--- src/rtl/rtc_evt_pkg.sv ---
package rtc_evt_pkg;
  localparam int unsigned NCH     = 3;
  localparam int unsigned ADDR_W  = 3;
  localparam int unsigned CH_CAP  = 1;
  localparam int unsigned CH_RLD  = 2;

  localparam logic [ADDR_W-1:0] AD_CFG  = 3'd0;
  localparam logic [ADDR_W-1:0] AD_CTRL = 3'd1;
  localparam logic [ADDR_W-1:0] AD_FLAG = 3'd2;
  localparam logic [ADDR_W-1:0] AD_CMP0 = 3'd3;
  localparam logic [ADDR_W-1:0] AD_STEP = 3'd6;
  localparam logic [ADDR_W-1:0] AD_CAPT = 3'd7;

  localparam int unsigned CB_EN0  = 0;
  localparam int unsigned CB_EN1  = 8;
  localparam int unsigned CB_CAP1 = 9;
  localparam int unsigned CB_EN2  = 16;
  localparam int unsigned CB_CNT2 = 18;

  function automatic int unsigned flag_bit(input int unsigned ch);
    return 8 * ch;
  endfunction
endpackage

--- src/rtl/rtc_evt_match.sv ---
module rtc_evt_match #(
  parameter int unsigned DW    = 32,
  parameter int unsigned WIN_W = 16
) (
  input  logic          clk_i,
  input  logic          rst_ni,
  input  logic [DW-1:0] time_i,
  input  logic [DW-1:0] cmp_i,
  input  logic          en_i,
  input  logic          arm_set_i,
  output logic          hit_o
);
  localparam logic [DW-1:0] WIN = DW'(1) << WIN_W;

  logic [DW-1:0] diff;
  logic          in_win, arm_q;

  assign diff   = time_i - cmp_i;
  assign in_win = diff < WIN;
  assign hit_o  = en_i & arm_q & in_win;

  always_ff @(posedge clk_i or negedge rst_ni) begin
    if (!rst_ni)        arm_q <= 1'b0;
    else if (arm_set_i) arm_q <= 1'b1;
    else if (hit_o)     arm_q <= 1'b0;
    else if (!in_win)   arm_q <= 1'b1;
  end
endmodule

--- src/rtl/rtc_evt_delay.sv ---
module rtc_evt_delay #(
  parameter int unsigned DLY_W = 4
) (
  input  logic             clk_i,
  input  logic             rst_ni,
  input  logic             tick_i,
  input  logic             trig_i,
  input  logic [DLY_W-1:0] dly_i,
  output logic             pulse_o
);
  logic             pend_q;
  logic [DLY_W-1:0] cnt_q;

  always_ff @(posedge clk_i or negedge rst_ni) begin
    if (!rst_ni) begin
      pend_q  <= 1'b0;
      cnt_q   <= '0;
      pulse_o <= 1'b0;
    end else begin
      pulse_o <= 1'b0;
      if (trig_i) begin
        if (dly_i == '0) begin
          pulse_o <= 1'b1;
          pend_q  <= 1'b0;
        end else begin
          pend_q <= 1'b1;
          cnt_q  <= dly_i;
        end
      end else if (pend_q && tick_i) begin
        if (cnt_q == DLY_W'(1)) begin
          pulse_o <= 1'b1;
          pend_q  <= 1'b0;
        end else begin
          cnt_q <= cnt_q - DLY_W'(1);
        end
      end
    end
  end
endmodule

--- src/rtl/rtc_chan_evt.sv ---
module rtc_chan_evt
  import rtc_evt_pkg::*;
#(
  parameter int unsigned DW    = 32,
  parameter int unsigned WIN_W = 16,
  parameter int unsigned DLY_W = 4
) (
  input  logic              clk_i,
  input  logic              rst_ni,
  input  logic              tick_i,
  input  logic [DW-1:0]     time_i,
  input  logic              capture_i,
  input  logic              reg_we_i,
  input  logic [ADDR_W-1:0] reg_addr_i,
  input  logic [DW-1:0]     reg_wdata_i,
  output logic [DW-1:0]     reg_rdata_o,
  output logic [NCH-1:0]    evt_dly_o,
  output logic              evt_comb_o
);
  localparam int unsigned MSK_LSB = DLY_W;

  logic [DLY_W-1:0]        dly_q;
  logic [NCH-1:0]          mask_q, en_q, flag_q;
  logic                    capm_q, cont_q, cap_prev_q;
  logic [NCH-1:0][DW-1:0]  cmp_q;
  logic [DW-1:0]           step_q, capt_q;

  logic [NCH-1:0] cmp_wr, hit_cmp, ch_evt, flag_clr, arm_set, ch_en;
  logic           flag_wr, cap_hit;

  assign flag_wr = reg_we_i && (reg_addr_i == AD_FLAG);
  assign cap_hit = en_q[CH_CAP] & capm_q & capture_i & ~cap_prev_q;

  always_comb begin
    for (int i = 0; i < NCH; i++) begin
      cmp_wr[i]   = reg_we_i && (reg_addr_i == AD_CMP0 + ADDR_W'(i));
      flag_clr[i] = flag_wr && reg_wdata_i[flag_bit(i)];
      ch_en[i]    = en_q[i] && !(i == CH_CAP && capm_q);
      arm_set[i]  = cmp_wr[i] || (i == CH_RLD && hit_cmp[i] && cont_q);
      ch_evt[i]   = hit_cmp[i] || (i == CH_CAP && cap_hit);
    end
  end

  for (genvar g = 0; g < NCH; g++) begin : g_ch
    rtc_evt_match #(.DW(DW), .WIN_W(WIN_W)) u_match (
      .clk_i, .rst_ni, .time_i,
      .cmp_i(cmp_q[g]), .en_i(ch_en[g]), .arm_set_i(arm_set[g]), .hit_o(hit_cmp[g])
    );
    rtc_evt_delay #(.DLY_W(DLY_W)) u_delay (
      .clk_i, .rst_ni, .tick_i,
      .trig_i(ch_evt[g]), .dly_i(dly_q), .pulse_o(evt_dly_o[g])
    );
  end

  always_ff @(posedge clk_i or negedge rst_ni) begin
    if (!rst_ni) begin
      dly_q <= '0; mask_q <= '0; en_q <= '0; capm_q <= 1'b0; cont_q <= 1'b0;
      flag_q <= '0; cmp_q <= '0; step_q <= '0; capt_q <= '0; cap_prev_q <= 1'b0;
    end else begin
      cap_prev_q <= capture_i;
      flag_q     <= (flag_q & ~flag_clr) | ch_evt;
      if (cap_hit) capt_q <= time_i;
      if (reg_we_i && reg_addr_i == AD_CFG) begin
        dly_q  <= reg_wdata_i[DLY_W-1:0];
        mask_q <= reg_wdata_i[MSK_LSB +: NCH];
      end
      if (reg_we_i && reg_addr_i == AD_CTRL) begin
        en_q   <= {reg_wdata_i[CB_EN2], reg_wdata_i[CB_EN1], reg_wdata_i[CB_EN0]};
        capm_q <= reg_wdata_i[CB_CAP1];
        cont_q <= reg_wdata_i[CB_CNT2];
      end
      if (reg_we_i && reg_addr_i == AD_STEP) step_q <= reg_wdata_i;
      for (int i = 0; i < NCH; i++) begin
        if (cmp_wr[i])                                     cmp_q[i] <= reg_wdata_i;
        else if (i == CH_RLD && hit_cmp[i] && cont_q)      cmp_q[i] <= cmp_q[i] + step_q;
      end
    end
  end

  assign evt_comb_o = |(evt_dly_o & mask_q);

  always_comb begin
    reg_rdata_o = '0;
    case (reg_addr_i)
      AD_CFG: begin
        reg_rdata_o[DLY_W-1:0]       = dly_q;
        reg_rdata_o[MSK_LSB +: NCH]  = mask_q;
      end
      AD_CTRL: begin
        reg_rdata_o[CB_EN0]  = en_q[0];
        reg_rdata_o[CB_EN1]  = en_q[1];
        reg_rdata_o[CB_CAP1] = capm_q;
        reg_rdata_o[CB_EN2]  = en_q[2];
        reg_rdata_o[CB_CNT2] = cont_q;
      end
      AD_FLAG: for (int i = 0; i < NCH; i++) reg_rdata_o[flag_bit(i)] = flag_q[i];
      AD_STEP: reg_rdata_o = step_q;
      AD_CAPT: reg_rdata_o = capt_q;
      default: reg_rdata_o = cmp_q[reg_addr_i - AD_CMP0];
    endcase
  end
endmodule

--- config.mk ---
export PLATFORM = sky130hd
export DESIGN_NAME = rtc_chan_evt
export DESIGN_NICKNAME = d
export VERILOG_FILES = /design/src/rtl/rtc_evt_pkg.sv /design/src/rtl/rtc_evt_match.sv /design/src/rtl/rtc_evt_delay.sv /design/src/rtl/rtc_chan_evt.sv
export SDC_FILE = /design/constraint.sdc
export NUM_CORES = 1
export LEC_CHECK = 0
export BUFFER_PORTS_ARGS = -buffer_cell sky130_fd_sc_hd__buf_2
export CORE_ASPECT_RATIO = 0.8
export CORE_MARGIN = 8
export CORE_UTILIZATION = 35
export CTS_CLUSTER_DIAMETER = 40
export DETAILED_ROUTE_END_ITERATION = 6
export SLEW_MARGIN = 0
export SYNTH_ARGS = -nofsm -noshare
export SYNTH_HDL_FRONTEND = slang
export SYNTH_SLANG_ARGS = --single-unit
--- constraint.sdc ---
create_clock -name clk_i -period 5.6 [get_ports clk_i]
set_clock_uncertainty 0.05 [all_clocks]
set_input_delay 0.28 -clock clk_i [delete_from_list [all_inputs] [get_ports clk_i]]
set_output_delay 0.28 -clock clk_i [all_outputs]
set_load 0.05 [all_outputs]
==> results of run 1 <==
what timing repair did:
item,CTS,global route
hold buffers,10,0
setup buffers,0,0
hold endpoints to repair,55,0
setup endpoints to repair,0,0
cell type report:
class | count | area share [%]
antenna | 3 | 0.0433
clock buffer | 17 | 2.45
clock inverter | 15 | 1.39
inverter | 143 | 3.09
multi-input combinational | 1404 | 56.0
sequential | 197 | 28.4
tap | 568 | 4.10
timing repair buffer | 134 | 4.52
sequential cells by signal (all words and copies together) (netlist names), 4 cells and up:
signal	flops
dly_q	4
g_ch.u_delay.cnt_q	12
cmp_q	96
capt_q	32
step_q	32
per-stage QoR:
step / cell area (µm²) / worst slack (ns) / std cells
floorplan: 15400 / 2.16 / 1812
CTS: 17300 / 0.890 / 2478
detailed placement: 16600 / 0.920 / 2436
finish: 17300 / 0.859 / 2481
global placement: 16600 / 0.986 / 2436
global route: 17300 / 0.559 / 2478
cells by family after synthesis:
group	count (synthesis)	share of synthesized area [%]
xor+xnor	46	2.61
buf+inv	211	5.35
simple gates	552	16.9
mux	151	10.7
flops	197	31.9
fa+ha+maj	132	10.7
compound gates	523	21.8
power groups by stage:
stage | combinational, W | sequential (W) | clock [W]
6_report | 0.00298 | 0.00209 | 0.00141
5_1_grt | 0.00329 | 0.00214 | 0.00148
4_1_cts | 0.00294 | 0.00208 | 0.00143
2_1_floorplan | 0.00220 | 0.00199 | 0
3_5_place_dp | 0.00292 | 0.00211 | 0
3_3_place_gp | 0.00289 | 0.00209 | 0
cell usage after synthesis, types with 9 or more instances:
cell type	number
sky130_fd_sc_hd__buf_1	10
sky130_fd_sc_hd__xor2_1	24
sky130_fd_sc_hd__and2_1	10
sky130_fd_sc_hd__a211oi_1	15
sky130_fd_sc_hd__nor2_1	118
sky130_fd_sc_hd__o21ai_1	22
sky130_fd_sc_hd__nand2b_1	14
sky130_fd_sc_hd__nand3b_1	10
sky130_fd_sc_hd__ha_1	131
sky130_fd_sc_hd__and3_1	18
sky130_fd_sc_hd__xnor2_1	22
sky130_fd_sc_hd__o21bai_1	9
sky130_fd_sc_hd__a22oi_1	29
sky130_fd_sc_hd__a31oi_1	24
sky130_fd_sc_hd__mux2_2	111
sky130_fd_sc_hd__nand2_1	235
sky130_fd_sc_hd__o211ai_1	11
sky130_fd_sc_hd__nor3_1	24
sky130_fd_sc_hd__nand4_1	17
sky130_fd_sc_hd__a21oi_1	142
sky130_fd_sc_hd__nand3_1	37
sky130_fd_sc_hd__o21a_1	11
sky130_fd_sc_hd__nor2b_1	19
sky130_fd_sc_hd__clkbuf_1	46
sky130_fd_sc_hd__o21ai_0	120
sky130_fd_sc_hd__dfrtp_1	197
sky130_fd_sc_hd__inv_1	143
sky130_fd_sc_hd__a21o_1	37
sky130_fd_sc_hd__mux2i_1	40
sky130_fd_sc_hd__a221oi_1	17
routing by layer:
layer / GRT usage, % / vias to the layer above / routed length [µm]
li1: - / 6726 / -
met1: 30.8 / 7055 / 26000
met2: 30.7 / 524 / 23100
met3: 4.32 / 66 / 4260
met4: 5.27 / 8 / 872
met5: 0 / - / 57
final timing paths:
path	from	end	slack (ns)	cells after the start
max	time_i[17]	g_ch[1].u_delay.cnt_q[1]$_DFFE_PN0P_	0.86	15
min	time_i[6]	capt_q[6]$_DFFE_PN0P_	0.02	3
max reg2reg	cmp_q[34]$_DFFE_PN0P_	g_ch[1].u_delay.cnt_q[1]$_DFFE_PN0P_	0.94	14
min reg2reg	flag_q[0]$_DFF_PN0_	flag_q[0]$_DFF_PN0_	0.44	2
max in group asynchronous	rst_ni	cmp_q[77]$_DFFE_PN0P_	4.05	3
min in group asynchronous	rst_ni	step_q[28]$_DFFE_PN0P_	0.23	2
worst max-delay path, delay by kind of cell:
kind / cells / cell delay (ns)
AO/OA/AOI/OAI: 3 / 1.27
adder cells (fa/ha/maj): 1 / 0.40
buffers and inverters: 2 / 0.74
AND/OR/NAND/NOR: 7 / 2.02
multiplexers: 2 / 0.34
==> reports/summary.md, run 1 <==
The flow ran to the end, and the final reports show no timing, DRC or antenna violations. In the synthesized netlist the async set-or-reset flop fraction comes to 100%. The global-route wire length before repair was 82.7 mm; the clock transition at the registers of the reported paths was 0.09 ns.

The tools report the number of distinct library cells after synthesis as 88. Detailed placement ended at an HPWL of 40.8 mm. Synthesis produced a netlist with a net count of 2016.

For the pin with the worst max-slew slack, the measured transition is 0.999 ns. For this run, the number of Yosys warnings is 0. The tools report the filler cell count as 4311.

In the layout the commonest cells are 235 x sky130_fd_sc_hd__nand2_1, 197 x sky130_fd_sc_hd__dfrtp_1, 143 x sky130_fd_sc_hd__inv_1. The multi-input gate area in the final layout was 9710 µm². After layout, the design draws a total of 0.00647 W. For the final routed DRC violation total, the log shows 0.

The antenna violation net count after detailed routing was 0. In this run, flip-flops and latches consume 32.3% of the power. In this run, synthesis inferred 0 flip-flops with an integrated enable.

Vertical die dimension: 204 µm. In the final timing run, aggregate negative setup slack is 0 ns. The type of element launching the critical path was an input pin. 108 I/O pins were placed.

The longest clock path from root to sink contains 2 buffers. The quantity of I/O buffers inserted on ports came out at 107. The critical-path maximum fanout is 16, and the iteration count of the initial detailed-routing pass is 7. At the end of the flow the core is filled with cells to 39.5%. For the via count of the first global-routing pass, the log shows 13700. The worst max-slew margin expressed relative to the limit is 33.2%. Clock tree synthesis found a total of 197 sinks. Entering global routing, the biggest net connects 152 pins.

The region available for standard cell placement spans 43900 µm². After the last flow step, the layout net total stands at 2101. The share of total power dissipated in combinational logic is 46.0%.

The largest total area in the synthesized netlist belongs to sky130_fd_sc_hd__dfrtp_1. The most instantiated flip-flop cell in the synthesis netlist was sky130_fd_sc_hd__dfrtp_1. The synthesized area came out at 15400 µm². For this run, the top clock speed supported by timing is 211 MHz.

The share of the Yosys chip area taken by registers is 31.9%. Yosys attributes the largest share of cell area to sky130_fd_sc_hd__dfrtp_1 32%, sky130_fd_sc_hd__ha_1 11%, sky130_fd_sc_hd__mux2_2 8.1%. In this run the static leakage power is 8.11 nW. The congestion estimate from routability-driven global placement came to 0.975. Once the floorplan was initialized, standard cells occupied 35.1% of the core. The clock period minus final worst setup slack came out at 4.74 ns. The most common cell type on the critical path was sky130_fd_sc_hd__mux2i_1. Final hold analysis gives a worst-case slack of 0.0223 ns. For this run, the slowest stage of the critical path takes 0.72 ns. Of the total power, the clock network draws 21.7%. The leading cell type in the layout, fill and taps excluded was sky130_fd_sc_hd__nand2_1.

The internal portion of the total power is 0.00362 W. The post-cts gate resize count was 0. STA classifies the critical path endpoint as a flip-flop. Class of the most critical hold timing path: input pin to flip-flop. Across the run, the number of max-cap violations was 0. The detail-routed net length per standard cell came out at 21.9 µm. The total overflow left after global routing is 0. The tools report the final number of max-transition violations as 0. In this run, synthesis produced a sequential element count of 197.

After detailed routing, the number of vias per cell comes to 5.80. Clock tree synthesis inserted a total of 17 buffers. In the finished design, the share of the clock period the worst path needs comes to 84.7%. The tools report the initial antenna violation count as 8. The proportion of total power due to net switching is 44.1%. Measured along the x axis, the die boundary spans 251 µm. The synthesized area per cell is 8.52 µm², and the power density over the cells is 373 nW/µm². After detailed routing, the total wire length is 54.3 mm. STA puts the critical path data required time at 5.93 ns. The slowest stage of the critical path is the sky130_fd_sc_hd__nor4b_2 cell. Counting every instance in the synthesized netlist gives 1812. For the maximum VDD drop, the log shows 0.253 mV. Walking the worst path, the cells encountered are dlygate4sd3_1, buf_2, ha_1, nand2_2, nor3_1, nand4_1, o211a_1, mux2i_1, or4b_1, nor4_2, nand2_1, nor4b_2, a41o_1, mux2i_1, a221o_1. For this block, the initial DRC count from the detailed router was 1471. The tools report the register area as 4930 µm². The data arrival time of the worst path was 5.07 ns. The switching power of the nets was 0.00285 W; the final setup violation count was 0. The worst setup path is of the input pin to flip-flop kind. The tools report the level count of the clock H-tree as 4. TritonCTS built the clock tree. In this run the clock root is driven by a sky130_fd_sc_hd__clkbuf_16.

Clock latency on the worst-skew pair, taken at its later pin, is 0.48 ns. The logs give 20.9% for the total routing resource utilization after global routing and 0 for the hold violation total from the final report. The synthesis-to-layout area growth was 12.3%. In this run the core area contains 69 standard-cell rows.

Setup repair after global routing left no endpoint under its margin. The total die area was 51200 µm²; the portion of synthesized cell area occupied by the leading cell type was 31.9%. Detailed routing inserted a total of 14400 vias.

The post-route netlist has 15.7% of its cells at a drive strength greater than 1.
No activity file was read; power rests on OpenSTA's default activity.
==> inputs of run 2 (changes only) <==
==> constraint.sdc (replaced) <==
create_clock -name clk_i -period 4.5 [get_ports clk_i]
set_clock_uncertainty 0.05 [all_clocks]
set_input_delay 0.225 -clock clk_i [delete_from_list [all_inputs] [get_ports clk_i]]
set_output_delay 0.225 -clock clk_i [all_outputs]
set_load 0.05 [all_outputs]
==> run 2 against run 1 <==
Compared with the run above: clock-buffer cell count rose by 1; critical path type unchanged; sequential power up 25%; cell area is 1.5% higher; global-route usage decreased by 0.15 points; hold slack got worse by 0.015 ns; critical endpoint is now g_ch[1].u_delay.cnt_q[0]$_DFFE_PN0P_; power grew 22%; cell count up 1.4%.
==> reports/summary.md, run 2 (same netlist as run 1, synthesis figures left out) <==
The number of cells after detailed placement was 2449. The final layout contains routed wiring with a total length of 54.0 mm. Clock-pin slew was measured on the worst setup and hold paths at 0.08 ns. At the pin with the least slew margin, the transition time is 1.21 ns. Once detail routing completed, the nets flagged for antenna violations numbered 0.

The half-perimeter wire length after detailed placement was 41.1 mm. For the floorplan row count, the log shows 69. The clock latency of the later-clocked register in the worst-skew pair is 0.46 ns, and the number of nets at the end of the flow is 2137. The die covers 51200 µm². The worst-case IR drop observed on VDD is 0.323 mV. The tools report the max-capacitance violation count as 0. The number of flip-flops under the largest register name is 96, and the count of vias placed by the detailed router is 14500.

The die outline width came out at 251 µm. Data arrives at the worst endpoint at 4.60 ns. For this run the aggregate overflow at the end of global routing stands at 0.

The register with the most flip-flops in the final layout is cmp_q. In this run the power density over the cells is 449 nW/µm². For the via count of the first global-routing pass, the log shows 13900.

The I/O pin count was 108; the quantity of I/O buffers inserted on ports was 107. Counting buffers and inverters, the worst setup path is 17 cells deep. The library cells used most frequently in the layout, excluding fill and tap cells, are 235 x sky130_fd_sc_hd__nand2_1, 197 x sky130_fd_sc_hd__dfrtp_1, 143 x sky130_fd_sc_hd__inv_1.

The most common cell type on the critical path is sky130_fd_sc_hd__o21ai_1. In the routed design, unresolved DRC markers number 0. Of the cells placed in the final design, the portion with a size suffix greater than 1 is 16.0%.

The detail-routed net length per standard cell is 21.5 µm. The clock period minus final worst setup slack works out to 4.30 ns. The hold violation total from the final report came out at 0.

Setup repair after global routing left no endpoint under its margin. The type of the worst setup path was input pin to flip-flop. The dominant delay contributor by cell family on the critical path was compound AO/OA/AOI/OAI gates. Along the worst path, the maximum fanout reaches 15. The worst max-slew margin expressed relative to the limit is 19.3%. The largest registers in the layout are cmp_q x96, capt_q x32, step_q x32. The worst setup path is launched from an input pin.

Entering global routing, the biggest net connects 114 pins. Setup total negative slack on the finished layout was measured at 0 ns. Routability-driven placement finished with a final weighted congestion of 0.974. Summed over all cells, the static leakage comes to 8.25 nW. In this design, the stage delay of the slowest critical-path cell is 0.53 ns.

TritonCTS built the clock tree. The number of cells on the worst reg-to-reg path is 16, and the TritonCTS buffer count is 17. The flow ran to the end, and the final reports show no timing, DRC or antenna violations.

CTS placed an instance of sky130_fd_sc_hd__clkbuf_16 at the clock tree root. In this run the worst hold path is classified as input pin to flip-flop. The logs give 20.7% for the total routing resource utilization after global routing and 5 for the iteration count of the initial detailed-routing pass. The tools report the effective utilization at floorplan as 35.1%. After detailed routing, the number of vias per cell comes to 5.78. The final number of max-transition violations came out at 0. Traced cell by cell, the critical path runs through dlygate4sd3_1, buf_2, ha_1, nand2_1, o21ai_1, a21oi_2, o211ai_2, a21boi_1, o21ai_1, or4b_1, mux2i_1, nor4b_2, buf_4, a41o_1, buf_12, nor3_1, a221o_1. The worst hold path was traced through 2 stages. The largest buffer count on any clock path is 2, and the synthesis-to-layout area growth is 14.0%.

Buffer and inverter count on the worst path: 4. For this design, the slowest cell found on the critical path is sky130_fd_sc_hd__dlygate4sd3_1. CTS saw 197 sinks. The leading cell type in the layout, fill and taps excluded is sky130_fd_sc_hd__nand2_1. Vertical die dimension: 204 µm. The first global-routing pass estimated 82.6 mm of wire. The logs give 4 for the initial antenna violation count and 2515 for the count of non-filler cells in the finished layout. In this run the standard cell core region covers 43900 µm². STA puts the critical path data required time at 4.80 ns. For the maximum clock frequency, the log shows 233 MHz. The element type at the critical path end was a flip-flop.

The tools report the final setup violation count as 0. The run gives 0 as the number of setup buffers added after CTS. The portion of the clock cycle consumed by the worst path in the final layout was 95.6%; the first-iteration detailed-routing DRC count was 1203. The H-tree generated during clock tree synthesis spans 4 levels.
-- run 2: cell count changes in the layout (fill, tap and decap cells not counted), sizes merged --
cell / change
clkinvlp: +2
diode: -2
buf: +13
clkbuf: +2
clkinv: +1
dlygate4sd3: +22
inv: -3
bufinv: -1
-- run 2: worst reg2reg max path: cells and delay by family (launching register included) --
kind | cells | cell delay (ns)
compound gates | 7 | 1.87
simple gates | 4 | 0.94
buf+inv | 3 | 0.42
flops | 1 | 0.37
fa+ha+maj | 1 | 0.29
mux | 1 | 0.20
-- run 2: per-stage QoR --
stage	hold slack (ns)	cell area, µm²	util [%]	total power [W]	setup WS, ns
final	0.00722	17600	40.1	0.00790	0.200
after global routing	0.00450	17600	40.1	0.00843	0.0358
after CTS	0.000113	17600	40.1	0.00787	0.328
after detailed placement	0.293	16700	38.0	0.00627	0.371
after global placement	0.303	16700	38.0	0.00621	0.413
after floorplan	-0.121	15400	-	0.00522	1.06
-- run 2: report_power, final --
group          switching, W  internal (W)
combinational       0.00225       0.00149
clock              0.000809      0.000749
sequential         0.000397       0.00221
-- run 2: area by class of cell --
cell class / count / area (µm²)
Antenna cell: 1 / 2.50
Clock buffer: 18 / 439
Clock inverter: 14 / 140
Fill cell: 4402 / 26300
Inverter: 143 / 537
Multi-Input combinational cell: 1404 / 9710
Sequential cell: 197 / 4930
Tap cell: 568 / 711
Timing Repair Buffer: 170 / 1140
-- run 2: final timing paths --
path,startpoint,slack (ns),end
hold / removal,reg_wdata_i[22],0.007,step_q[22]$_DFFE_PN0P_
max in group asynchronous,rst_ni,2.93,cmp_q[15]$_DFFE_PN0P_
min in group asynchronous,rst_ni,0.34,step_q[28]$_DFFE_PN0P_
setup / recovery,time_i[2],0.20,g_ch[1].u_delay.cnt_q[0]$_DFFE_PN0P_
hold reg to reg,flag_q[0]$_DFF_PN0_,0.43,flag_q[0]$_DFF_PN0_
setup reg to reg,cmp_q[34]$_DFFE_PN0P_,0.23,g_ch[1].u_delay.cnt_q[0]$_DFFE_PN0P_
-- run 2: routing by layer --
metal  track usage, %  wire [µm]
met5                0         34
met4             5.77       1260
met3             5.32       4240
met1             29.4      25600
met2             30.9      22900
-- run 2: repair_timing --
item	4_1_cts	5_1_grt
hold buffers	32	0
resized for setup	0	0
endpoints found under the hold margin	140	0
